`config.mk`:
```
export PLATFORM = sky130hd
export DESIGN_NAME = uart_irq_arbiter
export DESIGN_NICKNAME = d
export VERILOG_FILES = /design/src/rtl/uart_irq_pkg.sv /design/src/rtl/uart_irq_timeout.sv /design/src/rtl/uart_irq_flags.sv /design/src/rtl/uart_irq_prio.sv /design/src/rtl/uart_irq_arbiter.sv
export SDC_FILE = /design/constraint.sdc
export NUM_CORES = 1
export LEC_CHECK = 0
export CAP_MARGIN = 30
export CORE_ASPECT_RATIO = 1.4
export CORE_MARGIN = 2
export CORE_UTILIZATION = 47
export CTS_BUF_LIST = sky130_fd_sc_hd__clkbuf_2
export DETAILED_ROUTE_END_ITERATION = 16
export DONT_BUFFER_PORTS = 1
export PLACE_DENSITY_LB_ADDON = 0.05
export SYNTH_ARGS = -nofsm -noshare
export SYNTH_HDL_FRONTEND = slang
export SYNTH_SLANG_ARGS = --single-unit
```
`constraint.sdc`:
```
create_clock -name clk -period 5 [get_ports clk]
set_input_delay 0.75 -clock clk [delete_from_list [all_inputs] [get_ports clk]]
set_output_delay 0.75 -clock clk [all_outputs]
set_load 0.01 [all_outputs]
```
`src/rtl/uart_irq_pkg.sv`:
```
package uart_irq_pkg;
  localparam int NSRC = 7;
  localparam int NEN  = 6;

  // index order is report order (index 0 most urgent)
  typedef enum logic [2:0] {
    S_LSR  = 3'd0,
    S_RXD  = 3'd1,
    S_TOUT = 3'd2,
    S_THRE = 3'd3,
    S_MSR  = 3'd4,
    S_XOFF = 3'd5,
    S_FLOW = 3'd6
  } src_e;

  localparam logic [5:0] CODE_NONE = 6'h01;

  function automatic logic [5:0] src_code(input int idx);
    case (idx)
      0:       return 6'h06;
      1:       return 6'h04;
      2:       return 6'h0C;
      3:       return 6'h02;
      4:       return 6'h00;
      5:       return 6'h10;
      default: return 6'h20;
    endcase
  endfunction

  function automatic int src_en_bit(input int idx);
    case (idx)
      0:       return 2;
      1, 2:    return 0;
      3:       return 1;
      4:       return 3;
      5:       return 4;
      default: return 5;
    endcase
  endfunction
endpackage

```
`src/rtl/uart_irq_timeout.sv`:
```
module uart_irq_timeout #(
  parameter int TICKS_PER_BIT = 16,
  parameter int TIMEOUT_CHARS = 4
) (
  input  logic       clk,
  input  logic       rst,
  input  logic       enable,
  input  logic       has_data,
  input  logic       tick,
  input  logic       restart,
  input  logic [1:0] wlen,
  input  logic       par_en,
  input  logic       stop2,
  output logic       expired
);
  localparam int MAX_BITS = 12;
  localparam int TW = $clog2(TIMEOUT_CHARS * TICKS_PER_BIT * MAX_BITS + 1);
  localparam logic [TW-1:0] TICKS_PER_CHAR_BIT = TW'(TIMEOUT_CHARS * TICKS_PER_BIT);

  logic [3:0]    frame_bits;
  logic [TW-1:0] limit;
  logic [TW-1:0] cnt_q;

  always_comb begin
    frame_bits = 4'd6 + {2'b00, wlen} + {3'b000, par_en} + (stop2 ? 4'd2 : 4'd1);
    limit      = TICKS_PER_CHAR_BIT * TW'(frame_bits);
  end

  always_ff @(posedge clk) begin
    if (rst || !enable || !has_data || restart) begin
      cnt_q <= '0;
    end else if (tick && (cnt_q < limit)) begin
      cnt_q <= cnt_q + 1'b1;
    end
  end

  assign expired = (cnt_q >= limit);
endmodule

```
`src/rtl/uart_irq_flags.sv`:
```
module uart_irq_flags #(
  parameter int N = 7
) (
  input  logic         clk,
  input  logic         rst,
  input  logic [N-1:0] set,
  input  logic [N-1:0] clr,
  output logic [N-1:0] flags
);
  for (genvar i = 0; i < N; i++) begin : g_flag
    always_ff @(posedge clk) begin
      if (rst) begin
        flags[i] <= 1'b0;
      end else if (set[i]) begin
        flags[i] <= 1'b1;
      end else if (clr[i]) begin
        flags[i] <= 1'b0;
      end
    end
  end
endmodule

```
`src/rtl/uart_irq_prio.sv`:
```
module uart_irq_prio
  import uart_irq_pkg::*;
(
  input  logic [NSRC-1:0] req,
  output logic            vld,
  output logic [2:0]      idx,
  output logic [5:0]      code
);
  always_comb begin
    vld  = 1'b0;
    idx  = 3'd0;
    code = CODE_NONE;
    for (int i = NSRC - 1; i >= 0; i--) begin
      if (req[i]) begin
        vld  = 1'b1;
        idx  = 3'(i);
        code = src_code(i);
      end
    end
  end
endmodule

```
`src/rtl/uart_irq_arbiter.sv`:
```
module uart_irq_arbiter
  import uart_irq_pkg::*;
#(
  parameter int FIFO_DEPTH    = 16,
  parameter int TICKS_PER_BIT = 16,
  parameter int TIMEOUT_CHARS = 4,
  localparam int CNT_W        = $clog2(FIFO_DEPTH + 1)
) (
  input  logic             clk,
  input  logic             rst,
  input  logic             fifo_en,
  input  logic [NEN-1:0]   en,
  input  logic [CNT_W-1:0] rx_count,
  input  logic [CNT_W-1:0] rx_trig,
  input  logic [1:0]       wlen,
  input  logic             par_en,
  input  logic             stop2,
  input  logic             sample_tick,
  input  logic             stop_mid,
  input  logic             lsr_evt,
  input  logic             thre_evt,
  input  logic             msr_evt,
  input  logic             xoff_evt,
  input  logic             flow_evt,
  input  logic             isr_rd,
  input  logic             lsr_rd,
  input  logic             msr_rd,
  input  logic             rhr_rd,
  input  logic             thr_wr,
  output logic             irq,
  output logic [7:0]       isr
);
  logic            has_data;
  logic            rxd_lvl;
  logic            tout_lvl;
  logic [NSRC-1:0] set_v, clr_v, flags, raw, req;
  logic            sel_vld;
  logic [2:0]      sel_idx;
  logic [5:0]      sel_code;
  logic            shown_vld_q;
  logic [2:0]      shown_idx_q;
  logic            clr_shown;

  assign has_data = (rx_count != '0);
  assign rxd_lvl  = fifo_en ? (rx_count >= rx_trig) : has_data;

  uart_irq_timeout #(
    .TICKS_PER_BIT(TICKS_PER_BIT),
    .TIMEOUT_CHARS(TIMEOUT_CHARS)
  ) u_tmo (
    .clk     (clk),
    .rst     (rst),
    .enable  (fifo_en),
    .has_data(has_data),
    .tick    (sample_tick),
    .restart (stop_mid || rhr_rd),
    .wlen    (wlen),
    .par_en  (par_en),
    .stop2   (stop2),
    .expired (tout_lvl)
  );

  assign clr_shown = isr_rd && shown_vld_q;

  always_comb begin
    set_v = '0;
    clr_v = '0;
    set_v[S_LSR]  = lsr_evt;
    set_v[S_THRE] = thre_evt;
    set_v[S_MSR]  = msr_evt;
    set_v[S_XOFF] = xoff_evt;
    set_v[S_FLOW] = flow_evt;
    clr_v[S_LSR]  = lsr_rd;
    clr_v[S_MSR]  = msr_rd;
    clr_v[S_THRE] = thr_wr || (clr_shown && shown_idx_q == S_THRE);
    clr_v[S_XOFF] = clr_shown && shown_idx_q == S_XOFF;
    clr_v[S_FLOW] = clr_shown && shown_idx_q == S_FLOW;
  end

  uart_irq_flags #(.N(NSRC)) u_flags (
    .clk  (clk),
    .rst  (rst),
    .set  (set_v),
    .clr  (clr_v),
    .flags(flags)
  );

  always_comb begin
    raw         = flags;
    raw[S_RXD]  = rxd_lvl;
    raw[S_TOUT] = tout_lvl;
  end

  for (genvar i = 0; i < NSRC; i++) begin : g_mask
    assign req[i] = raw[i] && en[src_en_bit(i)];
  end

  uart_irq_prio u_prio (
    .req (req),
    .vld (sel_vld),
    .idx (sel_idx),
    .code(sel_code)
  );

  always_ff @(posedge clk) begin
    if (rst) begin
      isr         <= {2'b00, CODE_NONE};
      irq         <= 1'b0;
      shown_vld_q <= 1'b0;
      shown_idx_q <= 3'd0;
    end else begin
      isr         <= {fifo_en, fifo_en, sel_code};
      irq         <= sel_vld;
      shown_vld_q <= sel_vld;
      shown_idx_q <= sel_idx;
    end
  end
endmodule

```
Word-level counts from Yosys, hierarchy flattened
Index checks and enable logic that the tools add are counted.

Add/sub/neg operators: 4. Multiply operators: 0. Divide/modulo/power cells: 0. Magnitude comparators: 3. Equality and inequality tests: 3. Shifts and indexed selects: 0. Muxes and demuxes: 32. Bitwise operators: 0. Reductions and logical operators: 30.

Operators by type and width (number): $mux W1 (19); $mux W3 (5); $logic_and A1 B1 Y1 (12); $mux W4 (3); $add A10 B1 Y10 const B (1); $ge A10 B10 Y1 (1); $lt A10 B10 Y1 (1); $reduce_bool A2 Y1 (5); $reduce_or A7 Y1 (1); $eq A3 B3 Y1 const B (2); $mux W2 (3); $mux W6 (1); $reduce_or A6 Y1 (1); $ge A5 B5 Y1 (1); $logic_or A1 B1 Y1 (5); $mux W5 (1); $reduce_bool A5 Y1 (1); $reduce_or A5 Y1 (1); $add A3 B2 Y4 const A (1); $add A4 B1 Y4 (1); $add A4 B4 Y4 (1); $eq A3 B2 Y1 const B (1); $reduce_or A3 Y1 (1); $logic_not A1 Y1 (2); $reduce_or A2 Y1 (1).

Register bits: 26. Bits in latches: 0. RAM bits: 0. Memory bits (read-only): 0. Input bits: 35. Output and inout bits: 9. Memories: 0.

Depth between registers and ports, before layout
Gate-level depths: netlist of the first run.

Word-level depth: 8. Mapped depth: 12.

Modules after synthesis
From an unflattened synthesis of the first run, not the netlist that was laid out.

Cell total of the unflattened synthesis: 187. Area, all modules: 1672.9 um2.

Modules (own cells, without submodules): uart_irq_timeout (times used 1, cells an instance 83, area an instance 734.5 um2); uart_irq_arbiter (times used 1, cells an instance 58, area an instance 516.7 um2); uart_irq_flags (times used 1, cells an instance 28, area an instance 297.8 um2); uart_irq_prio (times used 1, cells an instance 18, area an instance 123.9 um2).

Worst setup path before layout of the first run
OpenSTA, ideal clock, no wires.

Path kind: input port to flip-flop. Start: in wlen[0]. End: reg u_tmo.cnt_q[6]. Library setup time: 0.072 ns. Data arrival time: 2.913 ns. Slack: 2.015 ns. Stages on the path: 12. Cell sequence: inv_1 > fa_1 > inv_1 > ha_1 > inv_1 > ha_1 > ha_1 > nand2_1 > o21bai_2 > nand4_1 > or4_1 > a21oi_1.

Word-level cells in the longest chain between the ends: 5.

RTL lines: from (decl) (RTL line uart_irq_arbiter.sv:15) `input logic [1:0] wlen,`; $add A3 B2 Y4 (RTL line uart_irq_timeout.sv:25) `frame_bits = 4'd6 + {2'b00, wlen} + {3'b000, par_en} + (stop2 ? 4'd2 : 4'd1);`; $add A4 B1 Y4 (RTL line uart_irq_timeout.sv:25); $add A4 B4 Y4 (RTL line uart_irq_timeout.sv:25); $lt A10 B10 Y1 (RTL line uart_irq_timeout.sv:32) `end else if (tick && (cnt_q < limit)) begin`; $logic_and A1 B1 Y1 (RTL line uart_irq_timeout.sv:32); to (signal assigned) (RTL line uart_irq_timeout.sv:33) `cnt_q <= cnt_q + 1'b1;`; to (decl) (RTL line uart_irq_timeout.sv:22) `logic [TW-1:0] cnt_q;`.

Every way passes these cells. A chain may end at the register's enable or synchronous reset.

Final worst setup path of the first run
Same ends and word-level chain as after synthesis.

==> out/results.txt, run 1 <==
Number of antenna violations at the first check in global routing - 0
Clock insertion delay at the later pin of the skew report - 340 ps
Die span in y - 70.06 um
Most used standard cell by instance count after synthesis - sky130_fd_sc_hd__dfxtp_1
Overall die area - 3586 um2
Finished Layout Cells - 210
GRT busiest layer - met2
Setup Skew - 3.139 ps
Internal Dissipation - 0.3074 mW
Fraction of power consumed by combinational cells - 12.1%
Number of vias in the routed layout - 1183
Cell area after synthesis - 1465 um2
CTS Root Cell - sky130_fd_sc_hd__clkbuf_2
Result of the run - completed
Slew at the pin closest to its max-slew limit - 490.5 ps
Clk buf depth - 2
Combined global-route utilization of all metal layers - 17.25%
Unrepaired setup endpoints after global routing - false
Switching portion of total power - 23.73%
Count of standard-cell rows - 24
Clock transition at the register clock pins on the worst setup and hold paths after CTS - 240 ps
Slowest stage cell, crit path - sky130_fd_sc_hd__or4_1
Remaining antenna violation count after routing - 0
Cells after DPL - 206
Delay of the slowest critical-path stage - 450 ps
Kind of start point of the critical path - input pin
CTS Buf Count - 3
Arrival @ worst endpoint - 3070 ps
Standby leakage power - 0.6463 nW
Post-DP Area - 1498 um2
Max Cap Violations - 0
Path type of the worst setup path - in -> reg
Final design instance area without fill - 1543 um2
Ys async rst share - 0%
P per Cell Area - 261.2 nW/um2
Path type of the worst min-delay path - in -> reg
Worst path required time - 5300 ps
Number of distinct library cells after synthesis - 45
Utilization after layout - 50.87%
Count of state elements after synthesis - 26
Effective utilization at floorplan - 48.31%
Total detailed-routing wirelength - 2800 um
Sequential Power Share - 55.3%
Final TNS setup - 0 ps
Pin count of the biggest net entering global routing - 16
Worst VDD drop - 130.2 uV
# hold bufs at CTS - 0
Proportion of synthesized chip area in sequential cells - 35.53%
Via density per instance - 5.633
Final worst path period need - 2773 ps
Setup violators final - 0
Final period util - 55.46%
Grt total ovfl - 0
Grt met2 use - 33.77%
Number of enable-type register cells in the synthesized netlist - 0
First-pass iteration count of the detailed router - 4
Share of cells above drive strength 1 - 8.772%
Post-Synthesis Mean Instance Area - 8.619 um2
Met1 usage in global routing - 16.31%
Number of levels the H-tree was split into - 1
Cells along the critical path - inv_1, fa_1, inv_1, ha_1, inv_1, ha_1, ha_1, nand2_1, o21bai_2, nand4_1, or4_1, a21oi_1
Setup fix buffers added after clock tree synthesis - 0
Overall die width - 51.19 um
CTS-repair resized insts - 0
Met3 track demand over resource in global routing - 3.419%
CORE AREA - 3033 um2
Input/output buffers - 0
Area share of the leading cell type in the synthesized netlist - 35.53%
Routability cong. - 0.8021
Number of global-route vias before repair - 1250
Kind of capture point of the worst setup path - flop
Number of inserted diodes - 0
Top flip-flop cell by instance count after synthesis - sky130_fd_sc_hd__dfxtp_1
Commonest cells in the netlist - sky130_fd_sc_hd__dfxtp_1 (26), sky130_fd_sc_hd__inv_1 (21), sky130_fd_sc_hd__nor2_1 (19), sky130_fd_sc_hd__ha_1 (14), sky130_fd_sc_hd__nand2_1 (12)
Switching power summed over all nets - 0.09564 mW
Clock Power Share - 32.5%
Count of endpoints failing hold in the final timing report - 0
Number of clock sinks - 26
Total chip power - 0.4030 mW
Cell taking the most area after synthesis - sky130_fd_sc_hd__dfxtp_1
Drt first-iter violations - 25
TritonCTS clock tree - yes
Io pins - 44
Post-layout nets - 222
Slew margin rel. - 67.10%
Average detailed-routed wire length per instance - 13.33 um
Number of instances in the synthesized netlist - 170
Count of synthesis-stage warnings from yosys - 0
Final HPWL from detailed placement - 2330 um
Layout overhead on the synthesized area - 5.295%
Dominant cells by area after synthesis - sky130_fd_sc_hd__dfxtp_1 (36%), sky130_fd_sc_hd__ha_1 (12%), sky130_fd_sc_hd__inv_1 (5.4%), sky130_fd_sc_hd__nor2_1 (4.9%), sky130_fd_sc_hd__a21oi_1 (3.8%)
Final Max Tran Viols - 0
Global-route wire length before repair - 4871 um
Syn_nets - 220
Max Clock Freq - 360.6 MHz
Number of remaining DRC errors - 0
Largest fanout on the critical path - 7
per-layer routing:
metal  share of wire [%]  wire length [um]  vias up
met1                  38              1067      555
met2                  56              1565       28
met5                   0                 0        -
li1                    -                 -      596
met4                 1.4                40        0
met3                 4.5               126        4
worst paths after layout:
kind | from | end | slack (ps) | cells past startpoint
max | wlen[0] | u_tmo.cnt_q[6] | 2230 | 12
min | rst | isr[2] | 430 | 1
max reg2reg | u_tmo.cnt_q[7] | u_tmo.cnt_q[6] | 2970 | 6
min reg2reg | u_flags.flags[0] | u_flags.flags[0] | 520 | 2
through the flow:
| step | hold WS, ps | worst slack, ps |
|---|---|---|
| 3_3_place_gp | 461.5 | 1888 |
| 2_1_floorplan | 442.8 | 2015 |
| 3_5_place_dp | 482.6 | 1837 |
| 6_report | 430.7 | 2227 |
| 5_1_grt | 372.1 | 2061 |
| 4_1_cts | 397.2 | 2239 |
flip-flops by register name (all words and copies together), names as in the netlist:
name           flops
u_tmo.cnt_q       10
isr                7
u_flags.flags      5
shown_idx_q        3
shown_vld_q        1
cell families after synthesis:
group / share of synthesized area [%]
AO/OA/AOI/OAI: 16.23
AND/OR/NAND/NOR: 24.17
multiplexers: 0.6832
XOR/XNOR: 3.587
adder cells (fa/ha/maj): 13.32
flip-flops: 35.53
buffers and inverters: 6.490
cells in the final DEF (no fill, tap or decap), types with 2 or more instances in the layout:
cell type	netlist	routed
sky130_fd_sc_hd__dfxtp_1	26	26
sky130_fd_sc_hd__inv_1	21	21
sky130_fd_sc_hd__nor2_1	19	19
sky130_fd_sc_hd__ha_1	14	14
sky130_fd_sc_hd__nand2_1	12	12
sky130_fd_sc_hd__a21oi_1	11	11
sky130_fd_sc_hd__nand4_1	7	7
sky130_fd_sc_hd__nand3_1	7	7
sky130_fd_sc_hd__xor2_1	4	4
sky130_fd_sc_hd__and3_1	3	3
sky130_fd_sc_hd__o21ai_0	3	3
sky130_fd_sc_hd__o31ai_1	3	3
sky130_fd_sc_hd__clkbuf_2	0	3
sky130_fd_sc_hd__nor2b_1	2	2
sky130_fd_sc_hd__or3b_2	2	2
sky130_fd_sc_hd__xnor2_1	2	2
sky130_fd_sc_hd__or3_1	2	2
sky130_fd_sc_hd__nor3_1	2	2
sky130_fd_sc_hd__or4_1	2	2
sky130_fd_sc_hd__nor4_1	2	2
layout make-up:
cell class / count / area (um2)
clock buffer: 3 / 15.01
clock inverter: 1 / 30.03
multi-input combinational: 120 / 849.6
tap: 39 / 48.80
fill: 297 / 1490
inverter: 21 / 78.83
sequential: 26 / 520.5
worst max-delay path, delay by kind of cell:
family / cells / cell delay (ps)
adder cells (fa/ha/maj): 4 / 1060
AND/OR/NAND/NOR: 3 / 790
buffers and inverters: 3 / 130
AO/OA/AOI/OAI: 2 / 330
power by group through the flow:
stage	Sequential, mW	Clock, mW	Combinational [mW]
after floorplan	0.226	0	0.0426
after global placement	0.227	0	0.0474
after detailed placement	0.227	0	0.0496
after CTS	0.223	0.137	0.0498
after global routing	0.225	0.146	0.0572
final	0.223	0.131	0.0489
(Power assumes the default switching activity.)
==> inputs of run 2 (changes only) <==
==> constraint.sdc (replaced) <==
create_clock -name clk -period 2.36 [get_ports clk]
set_input_delay 0.354 -clock clk [delete_from_list [all_inputs] [get_ports clk]]
set_output_delay 0.354 -clock clk [all_outputs]
set_load 0.01 [all_outputs]
==> out/results.txt, run 2 (synthesis gave the netlist of run 1 again) <==
Standby leakage power - 0.6690 nW
Number of global-route vias before repair - 1216
P per Cell Area - 532.9 nW/um2
CTS Buf Count - 3
Number of antenna violations at the first check in global routing - 0
Post-layout nets - 227
Layout overhead on the synthesized area - 10.42%
Most frequent standard cell in the layout excluding fill and tap cells - sky130_fd_sc_hd__dfxtp_1
Commonest cells after routing, fill and taps aside - sky130_fd_sc_hd__dfxtp_1 (26), sky130_fd_sc_hd__inv_1 (19), sky130_fd_sc_hd__nor2_1 (19), sky130_fd_sc_hd__ha_1 (13), sky130_fd_sc_hd__nand2_1 (12)
Pin count of the biggest net entering global routing - 16
Final worst path period need - 2234 ps
Grt total ovfl - 0
Average detailed-routed wire length per instance - 13.67 um
Overall die area - 3586 um2
Final Max Tran Viols - 0
Largest fanout on the critical path - 5
Worst path required time - 2660 ps
Effective utilization at floorplan - 48.31%
Global-route wire length before repair - 4836 um
Count of endpoints failing hold in the final timing report - 0
Slew margin rel. - 66.09%
Worst VDD drop - 356.0 uV
Register containing the most flip-flops in the final layout - u_tmo.cnt_q
Slew at the pin closest to its max-slew limit - 507.2 ps
Die span in y - 70.06 um
Final period util - 94.66%
Share of cells above drive strength 1 - 13.07%
Largest registers in the final layout - u_tmo.cnt_q x10, isr x7, u_flags.flags x5
Max FFs per register - 10
Clk buf depth - 2
Number of clock sinks - 26
Max Clock Freq - 447.6 MHz
Worst hold slack across all endpoints - 53.18 ps
Arrival @ worst endpoint - 2530 ps
Final design instance area without fill - 1618 um2
Kind of capture point of the worst setup path - flop
CTS Root Cell - sky130_fd_sc_hd__clkbuf_2
Kind of start point of the critical path - input pin
First-pass iteration count of the detailed router - 4
Routability cong. - 0.7855
Number of levels the H-tree was split into - 1
Result of the run - completed
Unrepaired setup endpoints after global routing - false
Final TNS setup - 0 ps
Path type of the worst setup path - in -> reg
CORE AREA - 3033 um2
Total detailed-routing wirelength - 2940 um
Via density per instance - 5.544
Max Cap Violations - 0
Number of inserted diodes - 0
TritonCTS clock tree - yes
Utilization after layout - 53.34%
Post-route worst setup slack - 126.0 ps
Combined global-route utilization of all metal layers - 17.18%
Final HPWL from detailed placement - 2450 um
Setup Skew - 13.15 ps
Count of standard-cell rows - 24
Clock transition at the register clock pins on the worst setup and hold paths after CTS - 250 ps
Number of remaining DRC errors - 0
Overall die width - 51.19 um
# fillers - 314
Post-DP Area - 1563 um2
Worst setup slack after placement - -261.5 ps
Setup fix buffers added after clock tree synthesis - 0
Path type of the worst min-delay path - in -> reg
Input/output buffers - 0
Setup violators final - 0
Remaining antenna violation count after routing - 0
Number of vias in the routed layout - 1192
CTS-repair resized insts - 0
Io pins - 44
Clock insertion delay at the later pin of the skew report - 350 ps
Drt first-iter violations - 14
==> run 2: changes by cell type in the layout (fill, tap and decap cells not counted), sizes merged <==
| cell | delta |
|---|---|
| buf | +4 |
| dlygate4sd3 | +1 |
==> run 2: layer usage <==
layer / global-route usage [%] / part of all wire [%] / vias up
met2: 34.92 / 59 / 19
met1: 16.62 / 38 / 562
met3: 2.991 / 3.4 / 2
met5: 0 / 0 / -
li1: - / - / 609
met4: 4.505 / 0.51 / 0
==> run 2: area by class of cell <==
type / count / area, um2 / share of cell area, %
clock buffer: 3 / 15.01 / 0.9281
timing repair buffer: 5 / 40.04 / 2.475
inverter: 21 / 86.33 / 5.336
sequential: 26 / 520.5 / 32.17
clock inverter: 1 / 30.03 / 1.856
multi-input combinational: 120 / 877.1 / 54.22
tap: 39 / 48.80 / 3.016
==> run 2: stage by stage <==
stage	cells	total power, mW
floorplan	170	0.5734
global route	215	0.9181
CTS	214	0.8720
global placement	210	0.5883
detailed placement	210	0.5942
finish	215	0.8622
==> run 2: worst max-delay path, cell delays in order <==
cell and delay [ps]:
sky130_fd_sc_hd__inv_8 10, sky130_fd_sc_hd__fa_2 350, sky130_fd_sc_hd__inv_1 60, sky130_fd_sc_hd__ha_2 150
sky130_fd_sc_hd__inv_1 30, sky130_fd_sc_hd__ha_1 270, sky130_fd_sc_hd__ha_1 270, sky130_fd_sc_hd__nand2_1 100
sky130_fd_sc_hd__o21bai_4 150, sky130_fd_sc_hd__nand4_1 180, sky130_fd_sc_hd__or4_1 450, sky130_fd_sc_hd__a21oi_1 160
==> run 2: final timing paths <==
check | start | to | slack (ps) | cells after the start
setup / recovery | wlen[0] | u_tmo.cnt_q[6] | 130 | 12
hold / removal | rst | isr[3] | 50 | 1
setup reg to reg | u_tmo.cnt_q[7] | u_tmo.cnt_q[6] | 450 | 6
hold reg to reg | u_flags.flags[0] | u_flags.flags[0] | 500 | 2
==> run 2: power breakdown <==
part | internal (mW) | leakage, nW | total [mW] | switching, mW
Clock | 0.146 | 0.0266 | 0.276 | 0.130
Sequential | 0.458 | 0.213 | 0.472 | 0.0142
Combinational | 0.0526 | 0.429 | 0.114 | 0.0614
==> run 2: timing repair <==
action,CTS,global route
endpoints found under the setup margin,0,0
hold buffers,0,1
hold endpoints to repair,0,9
